File: src/rtl/sd_pkg.sv
package sd_pkg;

   // Prescaler base modulus P for a given mode index: P = 2^(base_log2 + mode)
   function automatic int unsigned modulus_of(int unsigned base_log2, int unsigned mode);
      return 32'd1 << (base_log2 + mode);
   endfunction

   // Smallest legal main count; a lower value leaves no room for a wrap cycle
   localparam int unsigned MIN_MAIN = 3;

endpackage

File: src/rtl/sd_cfg_stage.sv
module sd_cfg_stage #(
   parameter int A_W    = 6,
   parameter int B_W    = 13,
   parameter int MODE_W = 2,
   parameter logic [A_W-1:0]    RST_A    = '0,
   parameter logic [B_W-1:0]    RST_B    = 3,
   parameter logic [MODE_W-1:0] RST_MODE = '0
) (
   input  logic              clk,
   input  logic              rst,
   input  logic              load,
   input  logic [MODE_W-1:0] mode_in,
   input  logic [A_W-1:0]    a_in,
   input  logic [B_W-1:0]    b_in,
   input  logic              boundary,
   output logic [MODE_W-1:0] act_mode,
   output logic [A_W-1:0]    act_a,
   output logic [B_W-1:0]    act_b,
   output logic [MODE_W-1:0] nxt_mode,
   output logic [A_W-1:0]    nxt_a,
   output logic [B_W-1:0]    nxt_b,
   output logic              pend_ok
);
   import sd_pkg::*;

   if (B_W < A_W) begin : g_bad_width
      $error("sd_cfg_stage: B_W must be at least A_W");
   end
   if ((int'(RST_B) < int'(MIN_MAIN)) || (int'(RST_B) < int'(RST_A))) begin : g_bad_reset
      $error("sd_cfg_stage: reset configuration violates the counter rules");
   end

   logic [MODE_W-1:0] pend_mode;
   logic [A_W-1:0]    pend_a;
   logic [B_W-1:0]    pend_b;
   logic              adopt;

   // holding stage written by the strobe
   always_ff @(posedge clk) begin
      if (rst) begin
         pend_mode <= RST_MODE;
         pend_a    <= RST_A;
         pend_b    <= RST_B;
      end else if (load) begin
         pend_mode <= mode_in;
         pend_a    <= a_in;
         pend_b    <= b_in;
      end
   end

   assign pend_ok = (pend_b >= B_W'(pend_a)) && (pend_b >= B_W'(MIN_MAIN));
   assign adopt   = boundary && pend_ok;

   assign nxt_mode = adopt ? pend_mode : act_mode;
   assign nxt_a    = adopt ? pend_a    : act_a;
   assign nxt_b    = adopt ? pend_b    : act_b;

   // active set, only ever replaced at a period boundary
   always_ff @(posedge clk) begin
      if (rst) begin
         act_mode <= RST_MODE;
         act_a    <= RST_A;
         act_b    <= RST_B;
      end else begin
         act_mode <= nxt_mode;
         act_a    <= nxt_a;
         act_b    <= nxt_b;
      end
   end

   assert_hold_midperiod_R4: assert property (@(posedge clk) disable iff (rst)
      !boundary |=> ($stable(act_mode) && $stable(act_a) && $stable(act_b)));

   assert_reject_bad_R5: assert property (@(posedge clk) disable iff (rst)
      (boundary && !pend_ok) |=> ($stable(act_mode) && $stable(act_a) && $stable(act_b)));

   assert_active_legal_R5: assert property (@(posedge clk) disable iff (rst)
      (act_b >= B_W'(act_a)) && (act_b >= B_W'(MIN_MAIN)));

endmodule

File: src/rtl/sd_prescaler.sv
module sd_prescaler #(
   parameter int MODE_W    = 2,
   parameter int BASE_LOG2 = 3,
   localparam int PC_W     = BASE_LOG2 + (1 << MODE_W)
) (
   input  logic              clk,
   input  logic              rst,
   input  logic [MODE_W-1:0] mode,
   input  logic              swallow,
   output logic              tc
);
   import sd_pkg::*;

   if (BASE_LOG2 < 1) begin : g_bad_base
      $error("sd_prescaler: BASE_LOG2 must be at least 1");
   end

   logic [PC_W-1:0] pc;
   logic [PC_W-1:0] p_val;
   logic [PC_W-1:0] last_val;

   assign p_val    = PC_W'(modulus_of(BASE_LOG2, int'(mode)));
   // P+1 while swallowing, otherwise P: last count index is P or P-1
   assign last_val = swallow ? p_val : p_val - PC_W'(1);
   assign tc       = (pc == last_val);

   always_ff @(posedge clk) begin
      if (rst)     pc <= '0;
      else if (tc) pc <= '0;
      else         pc <= pc + PC_W'(1);
   end

   assert_mode_steady_R4: assert property (@(posedge clk) disable iff (rst)
      !tc |=> $stable(mode));

   assert_swallow_steady_R7: assert property (@(posedge clk) disable iff (rst)
      !tc |=> $stable(swallow));

endmodule

File: src/rtl/sd_period_ctr.sv
module sd_period_ctr #(
   parameter int A_W = 6,
   parameter int B_W = 13,
   parameter logic [A_W-1:0] RST_A = '0
) (
   input  logic           clk,
   input  logic           rst,
   input  logic           tc,
   input  logic [A_W-1:0] act_a,
   input  logic [B_W-1:0] act_b,
   input  logic [A_W-1:0] nxt_a,
   output logic           swallow,
   output logic           wrap
);
   logic [A_W-1:0] a_cnt;
   logic [B_W-1:0] b_cnt;
   logic           b_last;

   assign b_last  = (b_cnt == act_b - B_W'(1));
   assign wrap    = tc && b_last;
   assign swallow = (a_cnt != '0);

   always_ff @(posedge clk) begin
      if (rst) begin
         a_cnt <= RST_A;
         b_cnt <= '0;
      end else if (tc) begin
         if (b_last) begin
            a_cnt <= nxt_a;
            b_cnt <= '0;
         end else begin
            b_cnt <= b_cnt + B_W'(1);
            if (a_cnt != '0) a_cnt <= a_cnt - A_W'(1);
         end
      end
   end

   assert_main_in_range_R1: assert property (@(posedge clk) disable iff (rst)
      b_cnt < act_b);

   assert_swallow_track_R7: assert property (@(posedge clk) disable iff (rst)
      (b_cnt <= B_W'(act_a)) |-> ((B_W'(a_cnt) + b_cnt) == B_W'(act_a)));

endmodule

File: src/rtl/swallow_divider.sv
module swallow_divider #(
   parameter int A_W       = 6,
   parameter int B_W       = 13,
   parameter int MODE_W    = 2,
   parameter int BASE_LOG2 = 3,
   parameter bit OUT_REG   = 1'b1,
   parameter logic [A_W-1:0]    RST_A    = '0,
   parameter logic [B_W-1:0]    RST_B    = 3,
   parameter logic [MODE_W-1:0] RST_MODE = '0
) (
   input  logic              clk,
   input  logic              rst,
   input  logic              load,
   input  logic [MODE_W-1:0] mode_sel,
   input  logic [A_W-1:0]    sw_val,
   input  logic [B_W-1:0]    main_val,
   output logic              div_pulse,
   output logic              cfg_ok
);
   import sd_pkg::*;

   localparam int MIN_N = int'(MIN_MAIN) * (1 << BASE_LOG2);
   localparam int GAP_W = $clog2(MIN_N) + 1;

   logic [MODE_W-1:0] act_mode, nxt_mode;
   logic [A_W-1:0]    act_a, nxt_a;
   logic [B_W-1:0]    act_b, nxt_b;
   logic              tc, swallow, wrap;

   sd_cfg_stage #(
      .A_W(A_W), .B_W(B_W), .MODE_W(MODE_W),
      .RST_A(RST_A), .RST_B(RST_B), .RST_MODE(RST_MODE)
   ) u_cfg (
      .clk(clk), .rst(rst), .load(load),
      .mode_in(mode_sel), .a_in(sw_val), .b_in(main_val),
      .boundary(wrap),
      .act_mode(act_mode), .act_a(act_a), .act_b(act_b),
      .nxt_mode(nxt_mode), .nxt_a(nxt_a), .nxt_b(nxt_b),
      .pend_ok(cfg_ok)
   );

   sd_prescaler #(
      .MODE_W(MODE_W), .BASE_LOG2(BASE_LOG2)
   ) u_pre (
      .clk(clk), .rst(rst), .mode(act_mode), .swallow(swallow), .tc(tc)
   );

   sd_period_ctr #(
      .A_W(A_W), .B_W(B_W), .RST_A(RST_A)
   ) u_ctr (
      .clk(clk), .rst(rst), .tc(tc),
      .act_a(act_a), .act_b(act_b), .nxt_a(nxt_a),
      .swallow(swallow), .wrap(wrap)
   );

   if (OUT_REG) begin : g_out_reg
      logic pulse_q;
      always_ff @(posedge clk) begin
         if (rst) pulse_q <= 1'b0;
         else     pulse_q <= wrap;
      end
      assign div_pulse = pulse_q;
   end else begin : g_out_comb
      assign div_pulse = wrap;
   end

   // checker counter: cycles since the previous pulse, saturating
   logic [GAP_W-1:0] gap_cnt;
   always_ff @(posedge clk) begin
      if (rst)                           gap_cnt <= '0;
      else if (div_pulse)                gap_cnt <= '0;
      else if (gap_cnt != GAP_W'(MIN_N)) gap_cnt <= gap_cnt + GAP_W'(1);
   end

   assert_min_spacing_R1: assert property (@(posedge clk) disable iff (rst)
      div_pulse |-> (gap_cnt >= GAP_W'(MIN_N - 1)));

   assert_single_cycle_R3: assert property (@(posedge clk) disable iff (rst)
      div_pulse |=> !div_pulse);

   assert_reset_quiet_R6: assert property (@(posedge clk)
      rst |=> (!div_pulse && cfg_ok));

   assert_nxt_legal_R5: assert property (@(posedge clk) disable iff (rst)
      wrap |-> (nxt_b >= B_W'(nxt_a)));

   assert_mode_range_R2: assert property (@(posedge clk) disable iff (rst)
      !wrap |=> $stable(act_mode));

endmodule

File: config.mk
export PLATFORM = sky130hd
export DESIGN_NAME = swallow_divider
export DESIGN_NICKNAME = d
export VERILOG_FILES = /design/src/rtl/sd_pkg.sv /design/src/rtl/sd_cfg_stage.sv /design/src/rtl/sd_prescaler.sv /design/src/rtl/sd_period_ctr.sv /design/src/rtl/swallow_divider.sv
export SDC_FILE = /design/constraint.sdc
export NUM_CORES = 1
export LEC_CHECK = 0
export BUFFER_PORTS_ARGS = -buffer_cell sky130_fd_sc_hd__buf_2
export CORE_UTILIZATION = 33
export CTS_BUF_LIST = sky130_fd_sc_hd__clkbuf_4 sky130_fd_sc_hd__clkbuf_8
export DETAILED_ROUTE_END_ITERATION = 12
export HOLD_SLACK_MARGIN = 0.05
export PLACE_DENSITY_LB_ADDON = 0.3
export SLEW_MARGIN = 20
export SYNTH_ARGS = -nofsm -noshare
export SYNTH_HDL_FRONTEND = slang
export SYNTH_SLANG_ARGS = --single-unit
File: constraint.sdc
create_clock -name clk -period 3.21 [get_ports clk]
set_input_delay 0 -clock clk [delete_from_list [all_inputs] [get_ports clk]]
set_output_delay 0 -clock clk [all_outputs]
set_load 0.05 [all_outputs]
==> impl_metrics.env <==
export IMPL_net_count_reported_at_finish=494
export IMPL_run_status="finished, final reports clean"
export IMPL_maxCapViolations=0
export IMPL_std_cell_rows=38
export IMPL_min_path_type="input pin to flip-flop"
export IMPL_grt_usage_pct=14.7
export IMPL_drt_vias_per_instance=4.96
export IMPL_timing_final_setup_violations=0
export IMPL_wl_per_cell_um=12.8
export IMPL_mostFrequentLayoutCells="69 x sky130_fd_sc_hd__dfxtp_1, 66 x sky130_fd_sc_hd__nor2_1, 50 x sky130_fd_sc_hd__mux2i_1"
export IMPL_insertion_delay_ps=340
export IMPL_clock_tree_buffer_depth=2
export IMPL_dr_total_vias=2994
export IMPL_p_leak_uw=0.00174
export IMPL_synth_distinct_cells=59
export IMPL_synthArstFlopShare_pct=0
export IMPL_timing_max_slew_rel_slack_pct=43.2
export IMPL_detailedRoute_firstIterationViolations=201
export IMPL_grt_pass1_vias=2900
export IMPL_timing_clock_skew_ps=7.86
export IMPL_critical_path_cell_chain="inv_1 -> ha_1 -> inv_1 -> or4_1 -> xnor2_1 -> a211oi_2 -> o211ai_4 -> nor4b_4 -> buf_12 -> mux2i_1 -> nor2_1"
export IMPL_ant_nets=0
export IMPL_detailed_placer_s_ending_hpwl_um=5580
export IMPL_finalSetupTns_ps=0
export IMPL_clock_fmax_mhz=347
export IMPL_internal_power_uw=1440
export IMPL_final_hold_violation_count=0
export IMPL_sw_frac_of_total_pct=27.0
export IMPL_worst_path_most_repeated_cell="sky130_fd_sc_hd__inv_1"
export IMPL_vdd_ir_drop_worst_v=0.000279
export IMPL_setup_worst_path_class="flip-flop to flip-flop"
export IMPL_synth_area_mm2=0.00373
export IMPL_buffer_count_from_post_cts_setup_fixing=0
export IMPL_timing_final_max_slew_violations=0
export IMPL_avg_inst_size_synth_um2=9.04
export IMPL_critical_path_s_slowest_cell="sky130_fd_sc_hd__or4_1"
export IMPL_die_area_mm2=0.0117
export IMPL_io_buffer_count=25
export IMPL_critical_path_buf_inv_count=3
export IMPL_diodes=0
export IMPL_critical_path_top_delay_family="simple AND/OR/NAND/NOR gates"
export IMPL_critical_path_endpoint_type="flip-flop"
export IMPL_areaGrowthSynthToFinish_pct=19.2
export IMPL_synthCells=413
export IMPL_tritoncts_clock_tree="yes"
export IMPL_core_area_mm2=0.0109
export IMPL_routabilityCongestion=0.818
export IMPL_finalHoldWorstSlack_ps=192
export IMPL_timing_final_crit_share_pct=89.7
export IMPL_yosysWarnings=0
export IMPL_ys_flop_type="sky130_fd_sc_hd__dfxtp_1"
export IMPL_grt_total_ovfl=0
export IMPL_switching_power_uw=530
export IMPL_worstPathMaxFanout=23
export IMPL_htree_num_levels=3
export IMPL_clkSinkCount=69
export IMPL_dieHeight_um=108
export IMPL_grt_first_pass_wirelength_um=13600
export IMPL_design_portCount=26
export IMPL_routed_wl_um=7760
export IMPL_layout_min_cycle_time_ps=2880
export IMPL_drt_first_pass_iters=4
export IMPL_grt_setup_unrepaired="no"
export IMPL_timing_critical_path_arrival_ps=3090
export IMPL_commonest_non_fill_non_tap_cell_in_the_layout="sky130_fd_sc_hd__dfxtp_1"
export IMPL_largest_net_degree_at_the_start_of_global_routing=46
export IMPL_total_cts_buffers=9
export IMPL_clk_root_buffer_cell="sky130_fd_sc_hd__clkbuf_8"
export IMPL_finalCoreUtilization_pct=40.7
export IMPL_cpPeakStageDelay_ps=500
export IMPL_yosys_register_bits=69
export IMPL_required_ps=3420
export IMPL_floorplan_initialDensity_pct=34.1
export IMPL_antenna_found_initial=0
export IMPL_worstMarginPinSlew_ps=848
export IMPL_clk_pin_slew_worst_paths_ps=80
export IMPL_chipWidth_um=108
export IMPL_count_of_flip_flops_with_a_built_in_enable_after_synthesis=0
export IMPL_power_share_clock_pct=37.5
export IMPL_drc_errors=0
export IMPL_combPwrFrac_pct=15.3
export IMPL_layout_cell_share_with_drive_strength_beyond_1_pct=15.5
export IMPL_ys_seq_area_share_pct=37.0
export IMPL_areal_power_density_over_the_cells_mw_per_mm2=442
export IMPL_p_seq_share_pct=47.2
export IMPL_worstSetupStartpointType="flip-flop"
[cell usage after synthesis (2+ instances only)]
library cell                instances  area share, %
sky130_fd_sc_hd__xnor2_1           19            4.5
sky130_fd_sc_hd__inv_1             19            1.9
sky130_fd_sc_hd__mux2i_1           50             13
sky130_fd_sc_hd__xor2_1            15            3.5
sky130_fd_sc_hd__nand2b_1           3           0.50
sky130_fd_sc_hd__mux2_2             5            1.5
sky130_fd_sc_hd__clkbuf_1          16            1.6
sky130_fd_sc_hd__and3_1             4           0.67
sky130_fd_sc_hd__a21oi_1            7           0.94
sky130_fd_sc_hd__nand4b_1           2           0.47
sky130_fd_sc_hd__nor2_1            66            6.6
sky130_fd_sc_hd__nor2b_1            2           0.34
sky130_fd_sc_hd__a211oi_1           2           0.40
sky130_fd_sc_hd__or3_1              2           0.34
sky130_fd_sc_hd__nor3_1            10            1.3
sky130_fd_sc_hd__nor4_1             5           0.84
sky130_fd_sc_hd__or2_2              2           0.34
sky130_fd_sc_hd__a311oi_1           3           0.70
sky130_fd_sc_hd__dfxtp_1           69             37
sky130_fd_sc_hd__o31ai_1            3           0.60
sky130_fd_sc_hd__or4_1              3           0.60
sky130_fd_sc_hd__and2_1             2           0.34
sky130_fd_sc_hd__nand4_1            6            1.0
sky130_fd_sc_hd__buf_2              3           0.40
sky130_fd_sc_hd__nand3b_1           2           0.40
sky130_fd_sc_hd__buf_6              3           0.91
sky130_fd_sc_hd__a2bb2oi_1          2           0.47
sky130_fd_sc_hd__a221oi_1           5            1.2
sky130_fd_sc_hd__o21ai_0            5           0.67
sky130_fd_sc_hd__and4_1             2           0.47
sky130_fd_sc_hd__nand2_1           25            2.5
sky130_fd_sc_hd__nand3_1           11            1.5
sky130_fd_sc_hd__o21bai_1           2           0.40
sky130_fd_sc_hd__ha_1              11            3.7
sky130_fd_sc_hd__o211ai_1           3           0.60
[path summary, 6_finish.rpt]
kind	from	end	slack [ps]	cells past startpoint
worst max-delay path	u_cfg.act_b[0]$_SDFFE_PP1P_	u_cfg.act_a[3]$_SDFF_PP0_	330	11
worst min-delay path	rst	u_cfg.pend_mode[0]$_SDFFE_PP0P_	190	3
worst max register to register	u_cfg.act_b[0]$_SDFFE_PP1P_	u_cfg.act_a[3]$_SDFF_PP0_	330	11
worst min register to register	u_cfg.act_a[3]$_SDFF_PP0_	u_cfg.act_a[3]$_SDFF_PP0_	500	2
[through the flow]
stage	setup slack, ps	instance area [µm²]	std cells	power [µW]
5_1_grt	25.9	4450	604	2070
6_report	332	4450	604	1970
4_1_cts	175	4440	604	1990
3_3_place_gp	214	4020	567	1220
3_5_place_dp	215	4020	567	1230
2_1_floorplan	95.6	3740	414	1140
[worst reg2reg max path, stage by stage (launching register included)]
cell                       delay (ps)
sky130_fd_sc_hd__dfxtp_1          360
sky130_fd_sc_hd__inv_1            100
sky130_fd_sc_hd__ha_1             310
sky130_fd_sc_hd__inv_1            100
sky130_fd_sc_hd__or4_1            500
sky130_fd_sc_hd__xnor2_1          160
sky130_fd_sc_hd__a211oi_2         270
sky130_fd_sc_hd__o211ai_4         180
sky130_fd_sc_hd__nor4b_4          290
sky130_fd_sc_hd__buf_12           230
sky130_fd_sc_hd__mux2i_1          210
sky130_fd_sc_hd__nor2_1            50
[layer usage]
metal | vias up | wire length (µm) | global-route usage [%]
li1 | 1533 | - | -
met1 | 1399 | 3970 | 19.6
met2 | 48 | 3470 | 23.4
met3 | 14 | 157 | 2.47
met4 | 0 | 161 | 6.27
met5 | - | 0 | 0
[registers in the layout, summed over array words and instances (netlist names)]
register and cells:
u_cfg.pend_b 13, u_cfg.act_mode 2, u_ctr.a_cnt 6, u_cfg.act_a 6, u_cfg.act_b 13, u_ctr.b_cnt 13
u_pre.pc 7, div_pulse 1, u_cfg.pend_a 6, u_cfg.pend_mode 2
[timing repair]
| action | 4_1_cts | 5_1_grt |
|---|---|---|
| hold buffers | 21 | 0 |
| endpoints found under the hold margin | 21 | 0 |
| setup endpoints to repair | 0 | 22 |
| resized for setup | 0 | 4 |
[layout make-up]
type	instances	area (µm²)
fill	1131	6480
multi-input combinational	303	2190
sequential	69	1380
timing repair buffer	56	423
tap	140	175
clock buffer	11	151
inverter	20	75.1
clock inverter	5	58.8
[power by group through the flow]
stage,clock network (µW),registers (µW),logic [µW]
floorplan,0,929,209
global placement,0,947,275
detailed placement,0,947,279
CTS,758,928,300
global route,797,935,336
finish,737,928,300
[logic make-up (layout without fill, tap and decap cells)]
kind of cell | after synthesis | in the layout | share of synthesized area (%)
AOI/OAI and AO/OA | 46 | 46 | 9.99
xor gates and xnor gates | 34 | 34 | 7.98
adders and majority gates | 11 | 11 | 3.69
buffers and inverters | 42 | 92 | 4.93
DFF | 69 | 69 | 37.0
muxes | 55 | 55 | 14.9
other | 1 | 2 | 0.100
and+or+nand+nor | 155 | 155 | 21.4
No activity file was read; power rests on OpenSTA's default activity.
